<file path="config.mk">
export PLATFORM = sky130hd
export DESIGN_NAME = paged_pc_stack
export DESIGN_NICKNAME = d
export VERILOG_FILES = /design/src/rtl/pcs_pkg.sv /design/src/rtl/pcs_op_decode.sv /design/src/rtl/pcs_page_latch.sv /design/src/rtl/pcs_ret_stack.sv /design/src/rtl/pcs_pc_reg.sv /design/src/rtl/paged_pc_stack.sv
export SDC_FILE = /design/constraint.sdc
export NUM_CORES = 1
export LEC_CHECK = 0
export BUFFER_PORTS_ARGS = -buffer_cell sky130_fd_sc_hd__buf_4
export CAP_MARGIN = 20
export CORE_MARGIN = 2
export CORE_UTILIZATION = 60
export CTS_CLUSTER_DIAMETER = 200
export DETAILED_ROUTE_END_ITERATION = 16
export GPL_TIMING_DRIVEN = 0
export PLACE_DENSITY = 0.79
export SLEW_MARGIN = 20
export SYNTH_ARGS = -nofsm -noshare
export SYNTH_HDL_FRONTEND = slang
export SYNTH_SLANG_ARGS = --single-unit
</file>
<file path="constraint.sdc">
create_clock -name clk -period 8.15 [get_ports clk]
set_clock_uncertainty 0.15 [all_clocks]
set_input_delay 1.2225 -clock clk [delete_from_list [all_inputs] [get_ports clk]]
set_output_delay 1.2225 -clock clk [all_outputs]
set_load 0.005 [all_outputs]
</file>
<file path="src/rtl/pcs_pkg.sv">
package pcs_pkg;
    typedef enum logic [1:0] {
        OP_HOLD = 2'd0,
        OP_STEP = 2'd1,
        OP_CALL = 2'd2,
        OP_RET  = 2'd3
    } pc_op_e;
endpackage

</file>
<file path="src/rtl/pcs_op_decode.sv">
module pcs_op_decode
    import pcs_pkg::*;
(
    input  logic   clk,
    input  logic   rst_n,
    input  logic   step_en,
    input  logic   call_req,
    input  logic   ret_req,
    output pc_op_e op,
    output logic   slot_dead
);
    typedef struct packed {
        logic dead;
    } dec_state_t;

    dec_state_t st_d, st_q;
    pc_op_e     op_w;

    always_comb begin
        st_d = st_q;
        op_w = OP_HOLD;
        if (st_q.dead) begin
            st_d.dead = 1'b0;
        end else if (call_req) begin
            op_w      = OP_CALL;
            st_d.dead = 1'b1;
        end else if (ret_req) begin
            op_w = OP_RET;
        end else if (step_en) begin
            op_w = OP_STEP;
        end
    end

    always_ff @(posedge clk or negedge rst_n) begin
        if (!rst_n) st_q <= '0;
        else        st_q <= st_d;
    end

    assign op        = op_w;
    assign slot_dead = st_q.dead;
endmodule

</file>
<file path="src/rtl/pcs_page_latch.sv">
module pcs_page_latch #(
    parameter int REG_W   = 8,
    parameter int SEL_LO  = 3,
    parameter int SEL_W   = 2
) (
    input  logic             clk,
    input  logic             rst_n,
    input  logic             wr_en,
    input  logic [REG_W-1:0] wr_data,
    output logic [SEL_W-1:0] page_bits
);
    typedef struct packed {
        logic [REG_W-1:0] value;
    } page_state_t;

    page_state_t st_d, st_q;

    always_comb begin
        st_d = st_q;
        if (wr_en) st_d.value = wr_data;
    end

    always_ff @(posedge clk or negedge rst_n) begin
        if (!rst_n) st_q <= '0;
        else        st_q <= st_d;
    end

    assign page_bits = st_q.value[SEL_LO +: SEL_W];
endmodule

</file>
<file path="src/rtl/pcs_ret_stack.sv">
module pcs_ret_stack #(
    parameter int ADDR_W = 13,
    parameter int DEPTH  = 8
) (
    input  logic              clk,
    input  logic              rst_n,
    input  logic              push,
    input  logic              pop,
    input  logic [ADDR_W-1:0] push_val,
    output logic [ADDR_W-1:0] top_val
);
    localparam int SP_W = (DEPTH > 1) ? $clog2(DEPTH) : 1;

    typedef struct packed {
        logic [DEPTH-1:0][ADDR_W-1:0] mem;
        logic [SP_W-1:0]              sp;
    } stk_state_t;

    stk_state_t      st_d, st_q;
    logic [SP_W-1:0] top_idx;

    assign top_idx = SP_W'(st_q.sp - 1'b1);

    always_comb begin
        st_d = st_q;
        if (push) begin
            st_d.mem[st_q.sp] = push_val;
            st_d.sp           = SP_W'(st_q.sp + 1'b1);
        end else if (pop) begin
            st_d.sp = top_idx;
        end
    end

    always_ff @(posedge clk or negedge rst_n) begin
        if (!rst_n) st_q <= '0;
        else        st_q <= st_d;
    end

    assign top_val = st_q.mem[top_idx];
endmodule

</file>
<file path="src/rtl/pcs_pc_reg.sv">
module pcs_pc_reg
    import pcs_pkg::*;
#(
    parameter int ADDR_W = 13,
    parameter int IMM_W  = 11
) (
    input  logic                     clk,
    input  logic                     rst_n,
    input  pc_op_e                   op,
    input  logic [IMM_W-1:0]         target,
    input  logic [ADDR_W-IMM_W-1:0]  page_bits,
    input  logic [ADDR_W-1:0]        ret_addr,
    output logic [ADDR_W-1:0]        pc,
    output logic [ADDR_W-1:0]        pc_next_seq
);
    typedef struct packed {
        logic [ADDR_W-1:0] pc;
    } pc_state_t;

    pc_state_t         st_d, st_q;
    logic [ADDR_W-1:0] seq_w;

    assign seq_w = ADDR_W'(st_q.pc + 1'b1);

    always_comb begin
        st_d = st_q;
        unique case (op)
            OP_STEP: st_d.pc = seq_w;
            OP_CALL: st_d.pc = {page_bits, target};
            OP_RET:  st_d.pc = ret_addr;
            default: st_d.pc = st_q.pc;
        endcase
    end

    always_ff @(posedge clk or negedge rst_n) begin
        if (!rst_n) st_q <= '0;
        else        st_q <= st_d;
    end

    assign pc          = st_q.pc;
    assign pc_next_seq = seq_w;
endmodule

</file>
<file path="src/rtl/paged_pc_stack.sv">
module paged_pc_stack
    import pcs_pkg::*;
#(
    parameter int ADDR_W  = 13,
    parameter int IMM_W   = 11,
    parameter int DEPTH   = 8,
    parameter int PAGE_W  = 8,
    parameter int PAGE_LO = 3
) (
    input  logic              clk,
    input  logic              rst_n,
    input  logic              step_en,
    input  logic              call_req,
    input  logic [IMM_W-1:0]  call_target,
    input  logic              page_wr,
    input  logic [PAGE_W-1:0] page_wdata,
    input  logic              ret_req,
    output logic [ADDR_W-1:0] pc_o,
    output logic [ADDR_W-1:0] tos_o
);
    localparam int HI_W = ADDR_W - IMM_W;

    pc_op_e            op_w;
    logic              dead_w;
    logic [HI_W-1:0]   page_w;
    logic [ADDR_W-1:0] link_w;
    logic [ADDR_W-1:0] top_w;

    pcs_op_decode u_dec (
        .clk       (clk),
        .rst_n     (rst_n),
        .step_en   (step_en),
        .call_req  (call_req),
        .ret_req   (ret_req),
        .op        (op_w),
        .slot_dead (dead_w)
    );

    pcs_page_latch #(.REG_W(PAGE_W), .SEL_LO(PAGE_LO), .SEL_W(HI_W)) u_page (
        .clk       (clk),
        .rst_n     (rst_n),
        .wr_en     (page_wr),
        .wr_data   (page_wdata),
        .page_bits (page_w)
    );

    pcs_ret_stack #(.ADDR_W(ADDR_W), .DEPTH(DEPTH)) u_stk (
        .clk      (clk),
        .rst_n    (rst_n),
        .push     (op_w == OP_CALL),
        .pop      (op_w == OP_RET),
        .push_val (link_w),
        .top_val  (top_w)
    );

    pcs_pc_reg #(.ADDR_W(ADDR_W), .IMM_W(IMM_W)) u_pc (
        .clk         (clk),
        .rst_n       (rst_n),
        .op          (op_w),
        .target      (call_target),
        .page_bits   (page_w),
        .ret_addr    (top_w),
        .pc          (pc_o),
        .pc_next_seq (link_w)
    );

    assign tos_o = top_w;
endmodule

</file>
-- Word-level counts from Yosys, hierarchy flattened
Cells that the tools add are included.
- flip-flop bits (word level): 126
- bits of input ports: 25
- logic and storage cells: 38
- add/subtract/negate cells: 3
- magnitude comparators: 3
- equal/unequal tests: 3
- mux-type cells: 14
- reductions and logical operators: 3
- operators by type and width (kind ; number):
    104-bit bitwise mux ; 1
    13-bit binary-select mux with 3-bit select ; 1
    13-bit demux with 3-bit select ; 1
    13-bit case mux with 3 select lines ; 1
    13-bit two-way mux ; 2
    13-bit by 1-bit adder with 13-bit output, second input constant ; 1
    3-bit by 4-bit < comparator with 1-bit output, second input constant ; 2
    2-bit two-way mux ; 3
    3-bit two-way mux ; 2
    2-bit equality test, second input constant ; 2
    3-bit by 1-bit adder with 3-bit output, second input constant ; 1
    3-bit by 1-bit >= comparator with 1-bit output, second input constant ; 1
    1-bit two-way mux ; 3
    3-bit nonzero test ; 1
    3-bit by 1-bit subtractor with 3-bit output, second input constant ; 1
    2-bit by 1-bit equality test with 1-bit output, second input constant ; 1
    2-bit nonzero test ; 1
    1-bit logical AND ; 1

-- Depth between registers and ports, before layout
- depth in word-level cells: 7
- mapped depth: 11
- depth with buffers taken out: 7

-- Modules after synthesis
Synthesis repeated with hierarchy kept, for this count alone.
- cell total of the unflattened synthesis: 499
- area total of the unflattened synthesis: 6332.3 sq um
- modules (own cells, without submodules) (module ; times used ; cells each ; area an instance (sq um)):
    pcs_ret_stack ; 1 ; 380 ; 5093.6
    pcs_pc_reg ; 1 ; 107 ; 1094.8
    pcs_page_latch ; 1 ; 4 ; 72.6
    pcs_op_decode ; 1 ; 6 ; 55.1
    paged_pc_stack ; 1 ; 2 ; 16.3

-- Worst setup path before layout
No wires, ideal clock.
- kind: register to output
- from: register u_stk.st_q[0] in the netlist's numbering
- to: output tos_o[10]
- arrival time: 2289 ps
- data required time: 6778 ps
- setup slack: 4488 ps
- cell stages (with the launch flop): 8
- path buffers: 2
- path through: dfrtp_1 buf_4 buf_4 inv_2 ha_1 xor2_4 mux4_1 mux2_2
- cells in the longest elaborated chain, start to end: 3
- ends and longest elaborated chain (what ; line ; RTL):
    start: declaration ; pcs_ret_stack.sv:19 ; stk_state_t st_d, st_q;
    start signal: assignment ; pcs_ret_stack.sv:36 ; else st_q <= st_d;
    3-bit by 1-bit subtractor with 3-bit output ; pcs_ret_stack.sv:22 ; assign top_idx = SP_W'(st_q.sp - 1'b1);
    13-bit binary-select mux with 3-bit select ; pcs_ret_stack.sv:39 ; assign top_val = st_q.mem[top_idx];
    13-bit two-way mux (implied by the code) ; pcs_ret_stack.sv:39 ;
    end: declaration ; paged_pc_stack.sv:19 ; output logic [ADDR_W-1:0] tos_o
No other way between the ends. The select of a mux whose other input is x is not followed.

-- Final worst setup path
- from: register u_stk.st_q[0] in the netlist's numbering
- to: output tos_o[7]
The elaborated chain is that of the path after synthesis.

==> impl_metrics.py <==
metrics = {
    "timing": {
        "maxSlewViolCount": 0,
        "finalHoldViolations": 0,
        "rsz0062_at_grt": "no",
        "period_minus_slack_ps": 5040,
        "fin_crit_sh_pct": 61.9,
        "tightest_slew_ps": 911,
        "tns_ps": 0,
        "fmax_ghz": 0.198,
        "setup_viol": 0,
        "relSlewSlack_pct": 38.8,
    },
    "yosys": {
        "syn-num-nets": 552,
        "yosysTopAreaCell": "dfrtp_1",
        "postSynthCellCount": 524,
        "synth-seq-cells": 123,
        "synthArstFlopShare_pct": 100,
        "seq_area_frac_synth_pct": 53.9,
        "netlist_area_um2": 5710,
        "ys_warn_count": 0,
        "synth_edf_count": 0,
        "synth.distinct_cells": 42,
        "syn_area_per_cell_um2": 10.9,
        "synth-main-ff-cell": "dfrtp_1",
        "synth_area_leaders": "dfrtp_1 54%, mux4_2 7.5%, nand2_1 4.7%, o21ai_0 4.7%, a21oi_1 4.5%",
        "netlist.area_leader.share_pct": 53.9,
    },
    "worst_hold_path": {
        "holdPathStages": 2,
        "hp-class": "flip-flop to flip-flop",
        "holdCritStartpoint": "u_stk.st_q[13]",
        "hold_end": "u_stk.st_q[13]",
    },
    "setup_path": {
        "start_kind": "flip-flop",
        "rrSetupSlack_ps": 4430,
        "path_class": "flip-flop to output port",
        "arrival_ps": 3670,
        "path_max_fanout": 10,
        "r2r_end": "u_pc.pc[6]",
        "r2r-start": "u_stk.st_q[0]",
        "endpoint_kind": "output port",
        "required_ps": 6780,
        "critPathLaunch": "u_stk.st_q[0]",
        "reg2reg_depth": 11,
    },
    "power": {
        "p_seq_share_pct": 31.6,
        "p_switching_mw": 1.28,
        "p_sw_share_pct": 37.7,
        "power.density_nw_per_um2": 495,
        "worst_ir_drop_vdd_mv": 0.203,
        "combPwrFrac_pct": 44.9,
        "cellLeakagePower_nw": 2.98,
        "p_int_mw": 2.12,
        "p_clk_share_pct": 23.5,
        "power.total_mw": 3.40,
    },
    "clock_network": {
        "clk-insertion-delay-late_ps": 520,
        "cts_sinks": 123,
        "cts_max_level": 4,
        "cts.reportedPaths.clkPinSlew_ps": 60,
        "cts_made_buffers": 17,
        "cts_buffer_depth": 2,
        "post_cts_resize_count": 0,
        "ctsHoldBuffers": 0,
        "cts_setup_buffers": 0,
        "cts-root-buf": "clkbuf_8",
        "cts_tree": "built",
    },
    "finish": {
        "area_growth_pct": 20.3,
        "n_fill_cell": 580,
        "nets": 616,
        "drive_above_1_share_pct": 21.3,
    },
    "flow_run": {
        "maxCapViolCount": 0,
    },
    "global_route": {
        "overflow": 0,
        "grt_pass1_vias": 4737,
        "antenna_found_initial": 2,
        "grt_max_degree": 66,
        "grt_usage_pct": 33.2,
        "grt_pass1_wl_um": 25100,
    },
    "place": {
        "dp_hpwl_um": 10100,
        "port_buffers": 44,
        "gp_congestion": 0.928,
    },
    "detailed_routing": {
        "wl_um": 15800,
        "wl_per_cell_um": 21.5,
        "num_vias": 4609,
        "route.detailed.drc": 0,
        "via_per_inst": 6.30,
        "antenna_left": 0,
        "drt-pass1-iter-count": 5,
        "drt_iter0_drc": 373,
    },
    "floorplanning": {
        "die_w_um": 102,
        "ios": 51,
        "die_h_um": 102,
        "rows": 35,
        "dieArea_um2": 10300,
        "start_util_pct": 61.8,
        "coreArea_um2": 9240,
    },
    "run_status": {
        "status": "complete, no violations",
    },
}
==> cell families after synthesis <==
| kind of cell | Yosys count | synth area share (%) |
|---|---|---|
| AO/OA/AOI/OAI | 134 | 13.4 |
| XOR/XNOR | 15 | 2.63 |
| flip-flops | 123 | 53.9 |
| buffers and inverters | 41 | 3.13 |
| adder cells (fa/ha/maj) | 3 | 0.658 |
| AND/OR/NAND/NOR | 163 | 12.4 |
| multiplexers | 45 | 13.9 |
==> stage by stage <==
| stage | instances | util [%] | hold WS, ps | instance area [µm²] | worst slack (ps) |
|---|---|---|---|---|---|
| 4_1_cts | 730 | 74.3 | 331 | 6860 | 3140 |
| 6_report | 732 | 74.3 | 329 | 6870 | 3110 |
| 3_3_place_gp | 697 | 67.1 | 304 | 6200 | 3770 |
| 2_1_floorplan | 524 | - | 292 | 5710 | 4490 |
| 3_5_place_dp | 698 | 67.4 | 313 | 6230 | 3760 |
| 5_1_grt | 730 | 74.3 | 361 | 6860 | 2950 |
==> worst max-delay path, stage by stage, from the launching register on <==
cell and delay (ps):
dfrtp_1 350, buf_4 220, buf_4 280, inv_2 170, ha_1 310, clkbuf_1 270, clkbuf_1 610, mux4_2 460
mux2_2 310, buf_4 140
==> power groups by stage <==
stage | Clock, mW | Sequential [mW] | Combinational (mW)
finish | 0.798 | 1.07 | 1.53
global route | 0.825 | 1.10 | 1.66
CTS | 0.800 | 1.07 | 1.51
detailed placement | 0 | 1.06 | 1.47
global placement | 0 | 1.04 | 1.43
floorplan | 0 | 1.01 | 0.961
==> flip-flops by register name (all words and copies together), names as in the netlist <==
signal	flops
u_stk.st_q	107
u_pc.pc	13
u_page.st_q	2
u_dec.slot_dead	1
==> layout make-up <==
cell class / instances / area (µm²) / area share [%]
tap: 129 / 161 / 2.35
inverter: 7 / 26.3 / 0.383
clock buffer: 19 / 442 / 6.43
buffer: 34 / 153 / 2.22
antenna: 2 / 5.00 / 0.0729
timing repair buffer: 45 / 362 / 5.27
sequential: 123 / 3080 / 44.8
clock inverter: 13 / 190 / 2.77
multi-input combinational: 360 / 2450 / 35.7
==> synth_stat cells, types with 2 or more instances <==
cell       count
and2_1         3
o21a_1         4
clkbuf_1      25
dfrtp_1      123
a221oi_1       3
mux2_2        17
mux4_1         5
xor2_1        10
nand2_1       72
nand3b_1       2
nand4_1        4
nor2b_1        6
o211ai_1       5
ha_1           3
a21oi_1       51
nand3_1        7
buf_4          3
a2111oi_0      4
o22a_1         4
a22oi_1        3
mux2i_1        4
buf_2          5
a22o_1         4
and3_1         2
mux4_2        19
inv_1          6
and4_1         2
o21ai_0       54
nor2_1        58
xnor2_1        4
==> per-layer routing <==
metal	share of wire [%]	routed length, µm	track usage, %
met1	39	6210	42.9
met2	49	7700	52.5
met3	8.5	1340	8.21
met4	3.4	531	16.7
met5	0	0	0
==> cell usage in the layout, fill, tap and decap left out, drive strengths merged, types with 3 or more instances in the layout <==
cell type,count
o211ai,5
bufinv,4
buf,54
nand2,72
o22a,4
clkbuf,44
clkinvlp,4
xnor2,4
ha,3
nor2,58
mux2i,4
dfrtp,123
o21ai,54
inv,9
a21oi,51
mux2,17
and2,3
o21a,4
nor2b,6
a2111oi,4
a22o,4
mux4,24
nand4,4
clkinv,3
nand3,7
a22oi,3
a221oi,3
xor2,11
==> worst max path at each step <==
stage / endpoint / slack, ps / cells past startpoint
5_1_grt: tos_o[7] / 2950 / 9
2_1_floorplan: tos_o[10] / 4490 / 7
4_1_cts: tos_o[7] / 3140 / 9
6_report: tos_o[7] / 3110 / 9
3_3_place_gp: tos_o[7] / 3770 / 9
3_5_place_dp: tos_o[7] / 3760 / 9
(Power assumes the default switching activity.)
